===== src/rtl/rxw_pkg.sv =====
package rxw_pkg;
    typedef enum logic [1:0] {
        ST_IDLE,
        ST_FILL,
        ST_WB_TS,
        ST_WB_CTL
    } rxw_state_e;

    localparam int OWN_BIT = 31;
    localparam int FS_BIT  = 9;
    localparam int LS_BIT  = 8;
    localparam int TSV_BIT = 7;

    localparam logic [1:0] WORD_CTL = 2'd0;
    localparam logic [1:0] WORD_PTR = 2'd2;
endpackage


===== src/rtl/rxw_packer.sv =====
module rxw_packer #(
    parameter int DATA_W = 32,
    parameter int ADDR_W = 32
) (
    input  logic                              clk,
    input  logic                              rst_n,
    input  logic                              load,
    input  logic [ADDR_W-1:0]                 load_addr,
    input  logic [$clog2(DATA_W/8)-1:0]       load_lane,
    input  logic                              push,
    input  logic [7:0]                        push_byte,
    input  logic                              flush,
    output logic                              mem_we,
    output logic [ADDR_W-1:0]                 mem_addr,
    output logic [DATA_W-1:0]                 mem_data,
    output logic [DATA_W/8-1:0]               mem_strb
);
    localparam int LANES = DATA_W / 8;
    localparam int OFF_W = $clog2(LANES);

    logic [OFF_W-1:0]  lane_q;
    logic [ADDR_W-1:0] addr_q;
    logic [DATA_W-1:0] acc_d, nxt_d;
    logic [LANES-1:0]  acc_s, nxt_s;
    logic              emit;

    always_comb begin
        nxt_d = acc_d;
        nxt_d[{lane_q, 3'b000} +: 8] = push_byte;
        nxt_s = acc_s | (LANES'(1) << lane_q);
        emit  = push && ((lane_q == OFF_W'(LANES - 1)) || flush);
    end

    always_ff @(posedge clk) begin
        if (!rst_n) begin
            lane_q   <= '0;
            addr_q   <= '0;
            acc_d    <= '0;
            acc_s    <= '0;
            mem_we   <= 1'b0;
            mem_addr <= '0;
            mem_data <= '0;
            mem_strb <= '0;
        end else begin
            mem_we <= 1'b0;
            if (load) begin
                lane_q <= load_lane;
                addr_q <= {load_addr[ADDR_W-1:OFF_W], {OFF_W{1'b0}}};
                acc_d  <= '0;
                acc_s  <= '0;
            end else if (push) begin
                if (emit) begin
                    mem_we   <= 1'b1;
                    mem_addr <= addr_q;
                    mem_data <= nxt_d;
                    mem_strb <= nxt_s;
                    addr_q   <= addr_q + ADDR_W'(LANES);
                    lane_q   <= '0;
                    acc_d    <= '0;
                    acc_s    <= '0;
                end else begin
                    acc_d  <= nxt_d;
                    acc_s  <= nxt_s;
                    lane_q <= lane_q + 1'b1;
                end
            end
        end
    end

    // every memory write is word aligned
    p_addr_aligned_r3: assert property (@(posedge clk) disable iff (!rst_n)
        mem_we |-> (mem_addr[OFF_W-1:0] == '0));

    // a write always enables at least one lane
    p_strb_nonzero_r5: assert property (@(posedge clk) disable iff (!rst_n)
        mem_we |-> (mem_strb != '0));

    // a byte pushed into the top lane completes a word on the next cycle
    p_top_lane_emit_r4: assert property (@(posedge clk) disable iff (!rst_n)
        (push && !load && lane_q == OFF_W'(LANES - 1)) |=> (mem_we && mem_strb[LANES-1]));
endmodule


===== src/rtl/rxw_ctrl.sv =====
module rxw_ctrl
    import rxw_pkg::*;
#(
    parameter int ADDR_W = 32,
    parameter int LEN_W  = 13,
    parameter int OFF_W  = 2
) (
    input  logic              clk,
    input  logic              rst_n,
    input  logic              desc_valid,
    input  logic              desc_own,
    input  logic [ADDR_W-1:0] desc_ptr,
    input  logic [LEN_W-1:0]  desc_len,
    output logic              desc_req,
    output logic              desc_unavail,
    input  logic              in_valid,
    input  logic              in_eof,
    output logic              in_ready,
    input  logic              ts_en,
    input  logic [31:0]       ts_val,
    output logic              pk_load,
    output logic [ADDR_W-1:0] pk_addr,
    output logic [OFF_W-1:0]  pk_lane,
    output logic              pk_push,
    output logic              pk_flush,
    output logic              wb_we,
    output logic [1:0]        wb_word,
    output logic [31:0]       wb_data
);
    rxw_state_e state_q, state_d;
    logic [LEN_W-1:0] rem_q;
    logic             first_q, fs_pend_q, ls_q, tsv_q;
    logic [31:0]      ts_q;
    logic             take_desc, take_byte, buf_full;

    assign take_desc = (state_q == ST_IDLE) && desc_valid && desc_own;
    assign take_byte = (state_q == ST_FILL) && in_valid;
    assign buf_full  = (rem_q == LEN_W'(1));

    always_comb begin
        state_d = state_q;
        unique case (state_q)
            ST_IDLE:   if (take_desc) state_d = ST_FILL;
            ST_FILL: begin
                if (take_byte && in_eof)
                    state_d = ts_en ? ST_WB_TS : ST_WB_CTL;
                else if (take_byte && buf_full)
                    state_d = ST_WB_CTL;
            end
            ST_WB_TS:  state_d = ST_WB_CTL;
            ST_WB_CTL: state_d = ST_IDLE;
            default:   state_d = ST_IDLE;
        endcase
    end

    always_ff @(posedge clk) begin
        if (!rst_n) begin
            state_q   <= ST_IDLE;
            rem_q     <= '0;
            first_q   <= 1'b0;
            fs_pend_q <= 1'b1;
            ls_q      <= 1'b0;
            tsv_q     <= 1'b0;
            ts_q      <= '0;
        end else begin
            state_q <= state_d;
            if (take_desc) begin
                rem_q   <= desc_len;
                first_q <= fs_pend_q;
            end
            if (take_byte) begin
                rem_q <= rem_q - LEN_W'(1);
                if (in_eof) begin
                    ls_q      <= 1'b1;
                    tsv_q     <= ts_en;
                    ts_q      <= ts_val;
                    fs_pend_q <= 1'b1;
                end else if (buf_full) begin
                    ls_q      <= 1'b0;
                    tsv_q     <= 1'b0;
                    fs_pend_q <= 1'b0;
                end
            end
        end
    end

    always_comb begin
        desc_req     = 1'b0;
        desc_unavail = 1'b0;
        in_ready     = 1'b0;
        pk_load      = 1'b0;
        pk_addr      = desc_ptr;
        pk_lane      = '0;
        pk_push      = 1'b0;
        pk_flush     = 1'b0;
        wb_we        = 1'b0;
        wb_word      = WORD_CTL;
        wb_data      = '0;
        unique case (state_q)
            ST_IDLE: begin
                desc_req     = 1'b1;
                desc_unavail = desc_valid && !desc_own;
                pk_load      = take_desc;
                pk_lane      = fs_pend_q ? desc_ptr[OFF_W-1:0] : '0;
            end
            ST_FILL: begin
                in_ready = 1'b1;
                pk_push  = in_valid;
                pk_flush = in_eof || buf_full;
            end
            ST_WB_TS: begin
                wb_we   = 1'b1;
                wb_word = WORD_PTR;
                wb_data = ts_q;
            end
            ST_WB_CTL: begin
                wb_we            = 1'b1;
                wb_word          = WORD_CTL;
                wb_data[OWN_BIT] = 1'b0;
                wb_data[FS_BIT]  = first_q;
                wb_data[LS_BIT]  = ls_q;
                wb_data[TSV_BIT] = tsv_q;
            end
            default: ;
        endcase
    end

    // owner is released only after the timestamp word went out
    p_ts_before_own_r7: assert property (@(posedge clk) disable iff (!rst_n)
        (wb_we && wb_word == WORD_CTL && wb_data[TSV_BIT]) |->
            $past(wb_we && wb_word == WORD_PTR));

    // a timestamp write is always followed by a last-segment control word
    p_ts_only_last_r6: assert property (@(posedge clk) disable iff (!rst_n)
        (wb_we && wb_word == WORD_PTR) |=> (wb_we && wb_word == WORD_CTL && wb_data[LS_BIT]));

    // an unowned descriptor stalls input and causes no writeback
    p_stall_unavail_r2: assert property (@(posedge clk) disable iff (!rst_n)
        desc_unavail |-> (!in_ready && !wb_we && desc_req));

    // after an unowned descriptor the block is still asking for one
    p_still_waiting_r2: assert property (@(posedge clk) disable iff (!rst_n)
        desc_unavail |=> (desc_req && !wb_we));
endmodule


===== src/rtl/rxw_dma_writer.sv =====
module rxw_dma_writer #(
    parameter int DATA_W = 32,
    parameter int ADDR_W = 32,
    parameter int LEN_W  = 13
) (
    input  logic                clk,
    input  logic                rst_n,
    output logic                desc_req,
    input  logic                desc_valid,
    input  logic                desc_own,
    input  logic [ADDR_W-1:0]   desc_ptr,
    input  logic [LEN_W-1:0]    desc_len,
    output logic                desc_unavail,
    input  logic                in_valid,
    input  logic [7:0]          in_data,
    input  logic                in_eof,
    output logic                in_ready,
    input  logic                ts_en,
    input  logic [31:0]         ts_val,
    output logic                mem_we,
    output logic [ADDR_W-1:0]   mem_addr,
    output logic [DATA_W-1:0]   mem_data,
    output logic [DATA_W/8-1:0] mem_strb,
    output logic                wb_we,
    output logic [1:0]          wb_word,
    output logic [31:0]         wb_data
);
    localparam int LANES = DATA_W / 8;
    localparam int OFF_W = $clog2(LANES);

    logic              pk_load, pk_push, pk_flush;
    logic [ADDR_W-1:0] pk_addr;
    logic [OFF_W-1:0]  pk_lane;

    rxw_ctrl #(
        .ADDR_W (ADDR_W),
        .LEN_W  (LEN_W),
        .OFF_W  (OFF_W)
    ) u_ctrl (
        .clk          (clk),
        .rst_n        (rst_n),
        .desc_valid   (desc_valid),
        .desc_own     (desc_own),
        .desc_ptr     (desc_ptr),
        .desc_len     (desc_len),
        .desc_req     (desc_req),
        .desc_unavail (desc_unavail),
        .in_valid     (in_valid),
        .in_eof       (in_eof),
        .in_ready     (in_ready),
        .ts_en        (ts_en),
        .ts_val       (ts_val),
        .pk_load      (pk_load),
        .pk_addr      (pk_addr),
        .pk_lane      (pk_lane),
        .pk_push      (pk_push),
        .pk_flush     (pk_flush),
        .wb_we        (wb_we),
        .wb_word      (wb_word),
        .wb_data      (wb_data)
    );

    rxw_packer #(
        .DATA_W (DATA_W),
        .ADDR_W (ADDR_W)
    ) u_packer (
        .clk       (clk),
        .rst_n     (rst_n),
        .load      (pk_load),
        .load_addr (pk_addr),
        .load_lane (pk_lane),
        .push      (pk_push),
        .push_byte (in_data),
        .flush     (pk_flush),
        .mem_we    (mem_we),
        .mem_addr  (mem_addr),
        .mem_data  (mem_data),
        .mem_strb  (mem_strb)
    );
endmodule


===== config.mk =====
export PLATFORM = sky130hd
export DESIGN_NAME = rxw_dma_writer
export DESIGN_NICKNAME = d
export VERILOG_FILES = /design/src/rtl/rxw_pkg.sv /design/src/rtl/rxw_packer.sv /design/src/rtl/rxw_ctrl.sv /design/src/rtl/rxw_dma_writer.sv
export SDC_FILE = /design/constraint.sdc
export NUM_CORES = 1
export LEC_CHECK = 0
export BUFFER_PORTS_ARGS = -buffer_cell sky130_fd_sc_hd__buf_2
export CAP_MARGIN = 20
export CORE_MARGIN = 2
export CORE_UTILIZATION = 35
export CTS_BUF_LIST = sky130_fd_sc_hd__clkbuf_16
export CTS_CLUSTER_SIZE = 28
export DETAILED_ROUTE_END_ITERATION = 10
export SETUP_SLACK_MARGIN = 0.4
export SLEW_MARGIN = 20
export SYNTH_ARGS = -nofsm -noshare
export SYNTH_HDL_FRONTEND = slang
export SYNTH_SLANG_ARGS = --single-unit

===== constraint.sdc =====
create_clock -name clk -period 2.2 [get_ports clk]
set_input_delay 0.11 -clock clk [delete_from_list [all_inputs] [get_ports clk]]
set_output_delay 0.11 -clock clk [all_outputs]
set_load 0.005 [all_outputs]

== Word level (Yosys, flattened, before mapping) ==
Index checks and enable logic that the tools add are counted.
Storage, ports and cells
  register bits: 190
  latch bits: 0
  RAM bits: 0
  memory bits (read-only): 0
  input bits: 92
  output and inout bits: 107
  logic and storage cells: 92
  memories: 0
Cells by class
  add/sub/neg operators: 4
  multipliers: 0
  div/mod/pow operators: 0
  magnitude comparators: 0
  equality and inequality tests: 7
  shifts and indexed selects: 3
  muxes and demuxes: 34
  bitwise logic cells: 4
  reduce and logical (&&, ||, !) cells: 24
Operator list (number)
  two-way mux 32 bit: 4
  adder 32 x 3 -> 32 bit (second input constant): 1
  bitwise mux 32 bit: 1
  variable shift 8 x 7 -> 32 bit (first input constant): 1
  variable part select 8 x 7 -> 32 bit: 1
  two-way mux 13 bit: 2
  two-way mux 21 bit: 1
  two-way mux 2 bit: 9
  == test 13 x 1 -> 1 bit (second input constant): 1
  two-way mux 1 bit: 13
  subtractor 13 x 1 -> 13 bit (second input constant): 1
  AND reduction 2 bit: 5
  one-hot mux 2 bit (4 select lines): 1
  nonzero test 2 bit: 4
  logical AND 1 bit: 7
  two-way mux 7 bit: 1
  negator 5 -> 7 bit: 1
  == test 2 bit (second input constant): 3
  one-hot mux 3 bit (2 select lines): 1
  two-way mux 4 bit: 1
  OR 4 bit: 1
  OR reduction 2 bit: 2
  left shift 1 x 2 -> 4 bit (first input constant): 1
  != test 3 bit (second input constant): 1
  9 further kinds: 12

== Depth between registers and ports, before layout ==
Gate-level depths: netlist of run 1.
  word-level depth: 8
  mapped depth: 9
  depth with buffers taken out: 7

== Hierarchy ==
From an unflattened synthesis of run 1, not the netlist that was laid out.
Second synthesis, totals
  cell total of the unflattened synthesis: 1092
  area, all modules: 8979.9 um^2
Modules (own cells, without submodules)
  rxw_packer: instances 1, cells an instance 751, area an instance 6312.3 um^2
  rxw_ctrl: instances 1, cells an instance 341, area an instance 2667.6 um^2

== Worst setup path after synthesis of run 1 ==
OpenSTA, ideal clock, no wires.
  kind: register -> register
  from: reg u_ctrl.rem_q[2]
  to: reg u_packer.addr_q[8]
  library setup time: 0.070 ns
  arrival: 2.242 ns
  data required time: 2.130 ns
  path slack: -0.112 ns
  cell stages (with the launch flop): 7
  path buffers: 1
  period minus slack after synthesis: 2.312 ns
  cell sequence: dfxtp_1 or4_1 buf_2 o41a_1 or4_1 xor2_1 a21oi_1
Between the ends
  longest elaborated chain between the ends: 7
RTL lines
  start, declared: RTL line rxw_ctrl.sv:31  | logic [LEN_W-1:0] rem_q;
  start signal, assigned: RTL line rxw_ctrl.sv:68  | rem_q <= desc_len;
  start signal, assigned: RTL line rxw_ctrl.sv:72  | rem_q <= rem_q - LEN_W'(1);
  == test 13 x 1 -> 1 bit: RTL line rxw_ctrl.sv:38  | assign buf_full = (rem_q == LEN_W'(1));
  logical OR 1 bit: RTL line rxw_ctrl.sv:109  | pk_flush = in_eof || buf_full;
  two-way mux 1 bit: RTL line rxw_ctrl.sv:99  | unique case (state_q)
  logical OR 1 bit: RTL line rxw_packer.sv:31  | emit = push && ((lane_q == OFF_W'(LANES - 1)) || flush);
  logical AND 1 bit: RTL line rxw_packer.sv:31
  nonzero test 2 bit (no source line)
  AND reduction 2 bit (no source line)
  end signal, assigned: RTL line rxw_packer.sv:48  | addr_q <= {load_addr[ADDR_W-1:OFF_W], {OFF_W{1'b0}}};
  end signal, assigned: RTL line rxw_packer.sv:57  | addr_q <= addr_q + ADDR_W'(LANES);
  end, declared: RTL line rxw_packer.sv:22  | logic [ADDR_W-1:0] addr_q;
No other way between the ends.
A chain may end at the register's enable or synchronous reset.

== Worst setup path in the final report of run 1 ==
  from: reg u_ctrl.rem_q[5]
  to: reg u_packer.addr_q[22]
Same word-level chain as after synthesis.

==> metrics.md, run 1 <==
| Metric | Value |
|---|---|
| Outcome | finished with violations |
| Violated checks | negative hold slack, negative setup slack |
| Post-Syn Area | 8110 um^2 |
| R2R setup slack | -0.23 ns |
| Cell Rows | 55 |
| Synthesized area per cell | 7.99 um^2 |
| Largest net degree at the start of global routing | 70 |
| Clk sink count | 186 |
| Ant diodes | 0 |
| Critical path's top delay family | simple AND/OR/NAND/NOR gates |
| CTS tree | yes |
| Final Hold Fails | 1 |
| Worst R2R Path Depth | 7 |
| Crit-path cells | or4_4 -> buf_6 -> o41ai_4 -> buf_6 -> nand4_1 -> or4_1 -> a31oi_1 |
| Max Fclk | 412 MHz |
| Total power | 11.6 mW |
| RD Place Congestion | 0.823 |
| WP depth | 7 |
| Max VDD drop | roughly 0.47 mV |
| Fin Hold WS | -0.00507 ns |
| Root Driver | clkbuf_16 |
| Final setup viols | 132 |
| Leakage | 5.58 nW |
| Cell with the most instances after synthesis | dfxtp_1 |
| Register area share after synthesis | 45.9% |
| Die H | 156 um |
| Most frequent cell on the critical path | buf_6 |
| Crit path time final | 2.43 ns |
| Pre-CTS WS | -0.225 ns |
| Tcrit/Tclk final | 110% |
| Layout cells sized above 1 | 43.4% |
| IO buf count | ~200 |
| Clock Skew | 0.0106 ns |
| CP arrival | 2.79 ns |
| CP Capture Type | register |
| R2r startpoint | u_ctrl.rem_q[5]$_SDFFE_PN0P_ |
| Synth area leader | dfxtp_1 |
| Setup crit start | u_ctrl.rem_q[5]$_SDFFE_PN0P_ |
| WL final | 29900 um |
| Worst slew pin tran | 0.803 ns |
| Max-cap check violation count | 0 |
| Core area | 22700 um^2 |
| Hpwl dp | roughly 17000 um |
| Startpoint types | register |
| Vias in the first global route | 7933 |
| Post-DRT Antenna Nets | 0 |
| FF+latch count, synth | between 150 and 200 |
| Antenna violations before repair | 0 |
| Cell Count Post-Placement | 1487 |
| Non-filler instance count after layout | about 1700 |
| GR Overflow Total | 0 |
| Clock slew at reported path FFs | around 0.070 ns |
| First-pass GRT wire length | 41800 um |
| Async SR Flop Fraction | 0% |
| Max_slew headroom | a little under half |
| Critical path class | reg2reg |
| Vias per inst | around 5.3 |
| DRC Markers | 0 |
| TritonCTS buffer count | 17 |
| Hold Crit Depth | 3 |
| Initial DRT Pass Iterations | 5 |
| CTS max path bufs | 2 |
| Synth top cells by count | dfxtp_1 (186), a21oi_1 (170), nand2_1 (144) |
| Crit Path Max Fanout | 5 |
| Worst Setup Slack, final | -0.229 ns |
| RSZ-0062 raised after global routing | yes |
| Post-synthesis cell count | 1016 |
| Post-synth top area share | 45.9% |
| Area delta synth->final | 68.3% |
| GRT Total Usage | 21.4% |
| Crit path buffers/inverters | 2 |
| Most used flip-flop cell after synthesis | dfxtp_1 |
| Worst Hold Class | in2reg |
| Clk_lat worst skew | 0.44 ns |
| Crit path to | u_packer.addr_q[22]$_SDFFE_PN0P_ |
| Power Dens Cells | between 800 and 900 nW/um^2 |
| Vias | 8830 |
| DRT iter0 DRCs | 593 |
| Wirelength per Cell | 18.0 um |
| Fin. max-slew vios | 0 |
| Htree depth | 4 |
| Top cells by area, synth | dfxtp_1 (46%), a21oi_1 (10%), nand2_1 (6.7%), nor2_1 (3.9%), a211oi_1 (3.5%) |
| Post-synth EDFFs | 0 |
| Die area | 24400 um^2 |
| Synth Warn # | 0 |
| Crit Reg-Reg Endpoint | u_packer.addr_q[22]$_SDFFE_PN0P_ |
| Initial Utilization | 35.7% |
| Slowest-stage cell, CP | or4_4 |
| Nets | roughly 1500 |
| Number of distinct library cells after synthesis | 51 |
| Req. time, crit path | 2.56 ns |
| Num ports | 199 |
| CP peak stage delay | ~0.57 ns |
| Die width | 156 um |
-- power by group --
part	leakage [nW]	internal, mW	switching [mW]
Clock	0.281	1.70	1.46
Sequential	1.51	3.72	0.317
Combinational	3.79	2.16	2.23
-- layout make-up --
class / count / area, um^2
tap: 285 / 357
clock inverter: 15 / 161
sequential: 186 / 3730
timing repair buffer: 404 / 3670
fill: 1867 / 9060
inverter: 10 / 41.3
clock buffer: 17 / 425
multi-input combinational: 742 / 5260
-- worst min-delay path: stages --
cell and delay (ns):
buf_2 0.08, o21ai_0 0.07, a31oi_1 0.13
-- routing by layer --
metal	up-vias	track usage, %	share of wire, %
met2	307	35.9	48
met1	4238	28.5	45
met5	-	0	0
met4	0	6.03	2.0
met3	38	3.66	5.4
li1	4247	-	-
-- stage by stage --
step / hold WS (ns) / instance area [um^2] / TNS [ns] / utilization (%)
after floorplan: 0.240 / 8190 / -0.417 / -
after global placement: 0.353 / 9760 / -5.99 / 43.0
after detailed placement: 0.357 / 9760 / -10.14 / 43.0
after CTS: 0.00161 / 12100 / -10.36 / 53.2
after global routing: -0.000423 / 13700 / -21.55 / 60.1
final: -0.00507 / 13700 / -14.09 / 60.1
-- flip-flops by register name, indices dropped and copies added (netlist names), 2 cells and up --
signal and count:
u_ctrl.ts_q 32, u_packer.acc_d 32, u_packer.mem_data 32, u_packer.addr_q 30, u_packer.mem_addr 30, u_ctrl.rem_q 13, u_packer.acc_s 4, u_packer.mem_strb 4
u_ctrl.state_q 2, u_packer.lane_q 2
-- cell usage in the layout (no fill, tap or decap), drive strengths merged, types with 10 or more instances in the layout --
cell	count
nand2	144
nor3	53
dfxtp	186
dlygate4sd3	66
a21oi	170
ha	16
o21ai	44
inv	15
clkbuf	33
nand3	15
nand4	17
buf	322
nor2	84
a211oi	38
or3	10
nor2b	32
xor2	18
and2	32
-- worst min-delay path by stage --
stage | start | to | slack, ns
after floorplan | desc_ptr[2] | u_packer.addr_q[2]$_SDFFE_PN0P_ | 0.24
after global placement | ts_val[21] | u_ctrl.ts_q[21]$_SDFFE_PN0P_ | 0.35
after detailed placement | ts_val[1] | u_ctrl.ts_q[1]$_SDFFE_PN0P_ | 0.36
after CTS | desc_ptr[25] | u_packer.addr_q[25]$_SDFFE_PN0P_ | 0.002
after global routing | desc_ptr[25] | u_packer.addr_q[25]$_SDFFE_PN0P_ | -0.0004
final | desc_ptr[25] | u_packer.addr_q[25]$_SDFFE_PN0P_ | -0.005
-- logic make-up (layout without fill, tap and decap cells) --
group | count (synthesis) | after routing | share of synthesized area, %
other cells | 1 | 3 | 0.0462
buf+inv | 90 | 446 | 4.55
mux | 1 | 1 | 0.123
compound gates | 283 | 283 | 20.0
simple gates | 418 | 418 | 24.7
fa+ha+maj | 16 | 16 | 2.47
xor+xnor | 21 | 21 | 2.27
flops | 186 | 186 | 45.9
-- what timing repair did --
item / CTS / global route
buffers inserted: 33 / 13
gates cloned: 9 / 19
setup endpoints to repair: 200 / 184
pin swaps: 81 / 141
hold buffers: 66 / 0
gates resized for setup: 113 / 252
endpoints found under the hold margin: 66 / 0
Power figures use the tool's default switching activity.
==> run 2, diff against run 1 <==
PLACE_DENSITY_LB_ADDON = 0.3   (was not set)
==> run 2 against run 1 <==
The run ends with negative setup slack left. Largest power group is now registers. Worst setup slack better by 0.069 ns. Global-route usage is 0.57 points lower. Fmax is 2.9% higher. Non-clock buffer count is 32 lower. Design area is 3.1% lower. Clock power is 2% lower.
==> metrics.md, run 2 (synthesis results as in run 1) <==
| Metric | Value |
|---|---|
| Wirelength per Cell | roughly 17 um |
| IO buf count | 195 |
| Worst Setup Slack, final | -0.160 ns |
| Outcome | finished with violations |
| Power Dens Cells | 837 nW/um^2 |
| Total power | 11.1 mW |
| Slowest-stage cell, CP | o41a_1 |
| Hpwl dp | 16500 um |
| Critical path's top delay family | compound AO/OA/AOI/OAI gates |
| Non-filler instance count after layout | 1627 |
| Most frequent cell on the critical path | buf_12 |
| DRT iter0 DRCs | 531 |
| GRT Total Usage | 20.9% |
| Crit Reg-Reg Endpoint | u_packer.mem_data[9]$_SDFFE_PN0P_ |
| Hold Path End | u_packer.addr_q[31]$_SDFFE_PN0P_ |
| Clk sink count | 186 |
| Clk_lat worst skew | 0.44 ns |
| Clock Skew | 0.0142 ns |
| RSZ-0062 raised after global routing | yes |
| Num ports | roughly 200 |
| Vias | approximately 8500 |
| Crit Path Max Fanout | 6 |
| Cell Rows | 55 |
| R2r startpoint | u_ctrl.rem_q[1]$_SDFFE_PN0P_ |
| Ant diodes | 0 |
| Critical path class | reg2reg |
| Post-route cell area | 13200 um^2 |
| Vias per inst | about 5.3 |
| Worst R2R Path Depth | 10 |
| Leakage | 5.48 nW |
| Crit path time final | 2.36 ns |
| Antenna violations before repair | 0 |
| Post-DRT Antenna Nets | 0 |
| Cell Count Post-Placement | 1484 |
| Fin Hold WS | 0.0123 ns |
| Fin. max-slew vios | 0 |
| Setup TNS Final | -10.03 ns |
| Pre-CTS WS | -0.143 ns |
| Commonest non-fill, non-tap cell in the layout | dfxtp_1 |
| Htree depth | 4 |
| Crit-path cells | inv_2 -> ha_4 -> or3b_4 -> o41a_1 -> nor3_4 -> buf_12 -> buf_12 -> buf_12 -> nor2_4 -> a211oi_2 |
| Max VDD drop | ~0.54 mV |
| Final Hold Fails | 0 |
| DRC Markers | 0 |
| Worst slew pin tran | 0.667 ns |
| Initial Utilization | between 30% and 40% |
| Hold Crit Depth | 3 |
| Initial DRT Pass Iterations | 5 |
| Core area | 22700 um^2 |
| Layout cells sized above 1 | 40.7% |
| Die width | roughly 160 um |
| Startpoint types | register |
| R2R setup slack | -0.16 ns |
| CP Capture Type | register |
| Nets | 1437 |
| Biggest regs | u_ctrl.ts_q (32), u_packer.acc_d (32), u_packer.mem_data (32) |
| TritonCTS buffer count | 17 |
| Die H | around 160 um |
| Die area | ~24000 um^2 |
| Hold Startpoint | desc_ptr[31] |
| Max_slew headroom | a little under three fifths |
| WL final | 28300 um |
| Max Fclk | 424 MHz |
| Max-cap check violation count | 0 |
| Vias in the first global route | 7775 |
| GR Overflow Total | 0 |
| Violated checks | negative setup slack |
| Crit path buffers/inverters | 4 |
| Area delta synth->final | 63.0% |
| Root Driver | clkbuf_16 |
| Largest net degree at the start of global routing | 43 |
| Req. time, crit path | 2.57 ns |
| Worst Hold Class | in2reg |
| RD Place Congestion | between 0.7 and 0.8 |
| First-pass GRT wire length | 40700 um |
| CP peak stage delay | 0.52 ns |
| CP arrival | approximately 2.7 ns |
| CTS max path bufs | 2 |
| Cell area after placement | about 9800 um^2 |
| Tcrit/Tclk final | 107% |
| CTS tree | yes |
| Final Util | between 50% and 60% |
| Clock slew at reported path FFs | 0.08 ns |
| Final setup viols | 111 |
| Commonest non-fill, non-tap cells in the layout | dfxtp_1 (180), buf_2 (171), a21oi_1 (131) |
==> run 2: cell types whose count changed in the layout (fill, tap and decap cells not counted), sizes merged <==
| cell | delta |
|---|---|
| buf | -28 |
| bufbuf | +2 |
| bufinv | -2 |
| clkbuf | -7 |
| clkinv | +1 |
| dlygate4sd3 | +1 |
| inv | +1 |
==> run 2: how the worst max path moves through the flow <==
stage | from | endpoint | depth (start not counted)
6_report | u_ctrl.rem_q[1]$_SDFFE_PN0P_ | u_packer.mem_data[9]$_SDFFE_PN0P_ | 10
4_1_cts | u_ctrl.rem_q[2]$_SDFFE_PN0P_ | u_packer.mem_data[3]$_SDFFE_PN0P_ | 8
3_3_place_gp | u_ctrl.rem_q[2]$_SDFFE_PN0P_ | u_packer.addr_q[22]$_SDFFE_PN0P_ | 6
2_1_floorplan | u_ctrl.rem_q[6]$_SDFFE_PN0P_ | u_packer.addr_q[22]$_SDFFE_PN0P_ | 6
3_5_place_dp | u_ctrl.rem_q[2]$_SDFFE_PN0P_ | u_packer.addr_q[22]$_SDFFE_PN0P_ | 6
5_1_grt | u_ctrl.rem_q[1]$_SDFFE_PN0P_ | u_packer.acc_d[23]$_SDFFE_PP0P_ | 13
==> run 2: final cells by class <==
cell class / instances / area, um^2
Multi-Input combinational cell: 742 / 5150
Sequential cell: 186 / 3730
Tap cell: 285 / 357
Timing Repair Buffer: 372 / 3350
Clock inverter: 15 / 170
Inverter: 10 / 42.5
Clock buffer: 17 / 425
Fill cell: 1963 / 9480
==> run 2: routing by layer <==
layer / track usage (%) / share of wire, % / vias up
li1: - / - / 4183
met1: 27.3 / 45 / 4114
met2: 35.0 / 49 / 224
met3: 4.21 / 4.8 / 25
met4: 5.68 / 1.4 / 0
met5: 0 / 0 / -
==> run 2: where the power goes <==
group,total [mW],leakage [nW],switching (mW),internal [mW]
registers,4.03,1.51,0.317,3.72
logic,3.94,3.68,2.07,1.87
clock network,3.10,0.288,1.57,1.53
==> run 2: worst min-delay path, stage by stage <==
cell and delay, ns:
buf_2 0.09, o21ai_0 0.08, a31oi_1 0.13
==> run 2: repair_timing <==
item	4_1_cts	5_1_grt
hold buffers	67	0
endpoints found under the setup margin	212	187
endpoints found under the hold margin	67	0
pin swaps	85	100
resized for setup	112	210
buffers inserted	19	5
cloned	10	10
==> run 3, diff against run 2 <==
RECOVER_POWER = 100   (was not set)
==> run 3 against run 2 <==
Sequential cell count stayed put. Design area shrank 2.4%. Worst setup slack better by 0.0036 ns. Global-route usage did not move. The flow still finishes with violations (negative setup slack). Sequential power barely moved. Combinational power down 6.1%. Largest cell class unchanged. Critical path depth did not move. Sequential share of layout area rose by 0.67 points. Core utilization shrank 1.4 points. Critical path type unchanged.
==> metrics.md, run 3 (synthesis results as in run 1) <==
| Metric | Value |
|---|---|
| Outcome | finished with violations |
| Violated checks | negative setup slack |
| Clock slew at reported path FFs | 0.08 ns |
| Clock share of power | 28.7% |
| R2R setup slack | -0.16 ns |
| Final Hold Fails | 0 |
| Worst R2R Path Depth | 10 |
| Area delta synth->final | 59.1% |
| Worst Setup Slack, final | -0.156 ns |
| Max_slew headroom | 55.3% |
| Pre-CTS WS | -0.143 ns |
| Cell Rows | 55 |
| Root Driver | clkbuf_16 |
| DRT iter0 DRCs | 531 |
| GRT Total Usage | a little over a fifth |
| Leakage | 5.17 nW |
| GR Overflow Total | 0 |
| Wirelength per Cell | between 15 and 20 um |
| Tcrit/Tclk final | 107% |
| DRC Markers | 0 |
| Max VDD drop | 0.537 mV |
| Largest net degree at the start of global routing | 43 |
| Int Power | 6.94 mW |
| Core area | between 20000 and 25000 um^2 |
| Clk_lat worst skew | 0.44 ns |
| Die width | 156 um |
| Worst Hold Class | in2reg |
| CP Capture Type | register |
| Startpoint types | register |
| Hold Startpoint | desc_ptr[31] |
| Ant diodes | 0 |
| CTS max path bufs | 2 |
| Initial Utilization | 35.7% |
| Max Fclk | 424 MHz |
| Sw Ratio | 35.9% |
| Critical path class | reg2reg |
| IO buf count | 195 |
| Crit Reg-Reg Endpoint | u_packer.mem_data[9]$_SDFFE_PN0P_ |
| Cell area after placement | 9760 um^2 |
| CP arrival | approximately 2.7 ns |
| RSZ-0062 raised after global routing | yes |
| Fin. max-slew vios | 0 |
| Nets | 1437 |
| Clock Skew | 0.0138 ns |
| Max-cap check violation count | 0 |
| First-pass GRT wire length | 40700 um |
| Vias per inst | approximately 5.2 |
| Htree depth | 4 |
| Hold Crit Depth | 3 |
| Req. time, crit path | 2.57 ns |
| Initial DRT Pass Iterations | 5 |
| Final Util | 56.9% |
| Comb power frac | 34.2% |
| Crit path time final | 2.36 ns |
| Biggest regs | u_ctrl.ts_q (32), u_packer.acc_d (32), u_packer.mem_data (32) |
| Num ports | between 150 and 200 |
| Commonest non-fill, non-tap cells in the layout | dfxtp_1 (182), a21oi_1 (131), buf_2 (130) |
| Commonest non-fill, non-tap cell in the layout | dfxtp_1 |
| Post-DRT Antenna Nets | 0 |
| Vias in the first global route | 7775 |
| Fillers | 2035 |
| Die area | 24400 um^2 |
| Reg power frac | 37.1% |
| Hpwl dp | 16500 um |
| Final setup viols | around 110 |
| Vias | 8503 |
| Layout cells sized above 1 | between 30% and 40% |
| CTS tree | yes |
| Die H | 156 um |
| Hold Path End | u_packer.addr_q[31]$_SDFFE_PN0P_ |
| Fin Hold WS | 0.0125 ns |
| RD Place Congestion | between 0.7 and 0.8 |
| Antenna violations before repair | 0 |
| Post-route cell area | 12900 um^2 |
| Power Dens Cells | 839 nW/um^2 |
| Crit Path Max Fanout | 6 |
| R2r startpoint | u_ctrl.rem_q[1]$_SDFFE_PN0P_ |
| Setup crit start | u_ctrl.rem_q[1]$_SDFFE_PN0P_ |
| Worst slew pin tran | 0.670 ns |
| Clk sink count | 186 |
| Net Sw Power | 3.89 mW |
| TritonCTS buffer count | 17 |
| WL final | 28400 um |
-- run 3: changes by cell type in the layout (fill, tap and decap cells not counted), sizes merged --
cell           change
clkdlybuf4s25      +1
buf               -52
clkbuf            +51
-- run 3: routing by layer --
metal,vias up,part of all wire (%),global-route usage [%],wire length [um]
li1,4177,-,-,-
met1,4060,44,27.3,12500
met2,240,49,35.0,14000
met3,26,5.1,4.21,1450
met4,0,1.4,5.68,403
met5,-,0,0,0
-- run 3: worst max path at each step --
stage / endpoint / slack [ns] / cells after the start
2_1_floorplan: u_packer.addr_q[22]$_SDFFE_PN0P_ / -0.03 / 6
3_3_place_gp: u_packer.addr_q[22]$_SDFFE_PN0P_ / -0.13 / 6
3_5_place_dp: u_packer.addr_q[22]$_SDFFE_PN0P_ / -0.14 / 6
4_1_cts: u_packer.mem_data[3]$_SDFFE_PN0P_ / -0.13 / 8
5_1_grt: u_packer.acc_d[23]$_SDFFE_PP0P_ / -0.24 / 13
6_report: u_packer.mem_data[9]$_SDFFE_PN0P_ / -0.16 / 10
-- run 3: final cells by class --
class                   count  area [um^2]  share of cell area (%)
multi-input cells         742         5010                    38.8
well taps                 285          357                    2.76
clock inverters            15          170                    1.32
repair buffers            372         3170                    24.6
clock buffers              17          425                    3.29
inverters                  10         40.0                   0.310
flip-flops and latches    186         3730                    28.9
-- run 3: through the flow --
| stage | std cells | power, mW | TNS, ns |
|---|---|---|---|
| final | 1627 | 10.8 | -9.94 |
| after global routing | 1627 | 11.3 | -19.23 |
| after CTS | 1612 | 10.4 | -7.16 |
| after detailed placement | 1484 | 6.48 | -8.44 |
| after global placement | 1484 | 6.44 | -5.30 |
| after floorplan | 1018 | 5.52 | -0.417 |
-- run 3: critical path: stages (launching register included) --
cell	delay, ns
dfxtp_2	0.33
inv_2	0.07
ha_4	0.12
or3b_4	0.40
o41a_1	0.52
nor3_4	0.19
buf_12	0.17
buf_12	0.13
buf_12	0.14
nor2_4	0.04
a211oi_2	0.17
-- run 3: power groups by stage --
stage | Combinational, mW | Sequential, mW | Clock [mW]
final | 3.70 | 4.02 | 3.10
after global routing | 3.98 | 4.07 | 3.29
after CTS | 3.29 | 3.98 | 3.16
after detailed placement | 2.44 | 4.04 | 0
after global placement | 2.42 | 4.03 | 0
after floorplan | 1.50 | 4.02 | 0
-- run 3: repair_timing --
item,4_1_cts,5_1_grt
cloned,10,10
endpoints found under the hold margin,67,0
hold buffers,67,0
setup endpoints to repair,212,187
buffers inserted,19,5
resized for setup,112,210
pin swaps,85,100
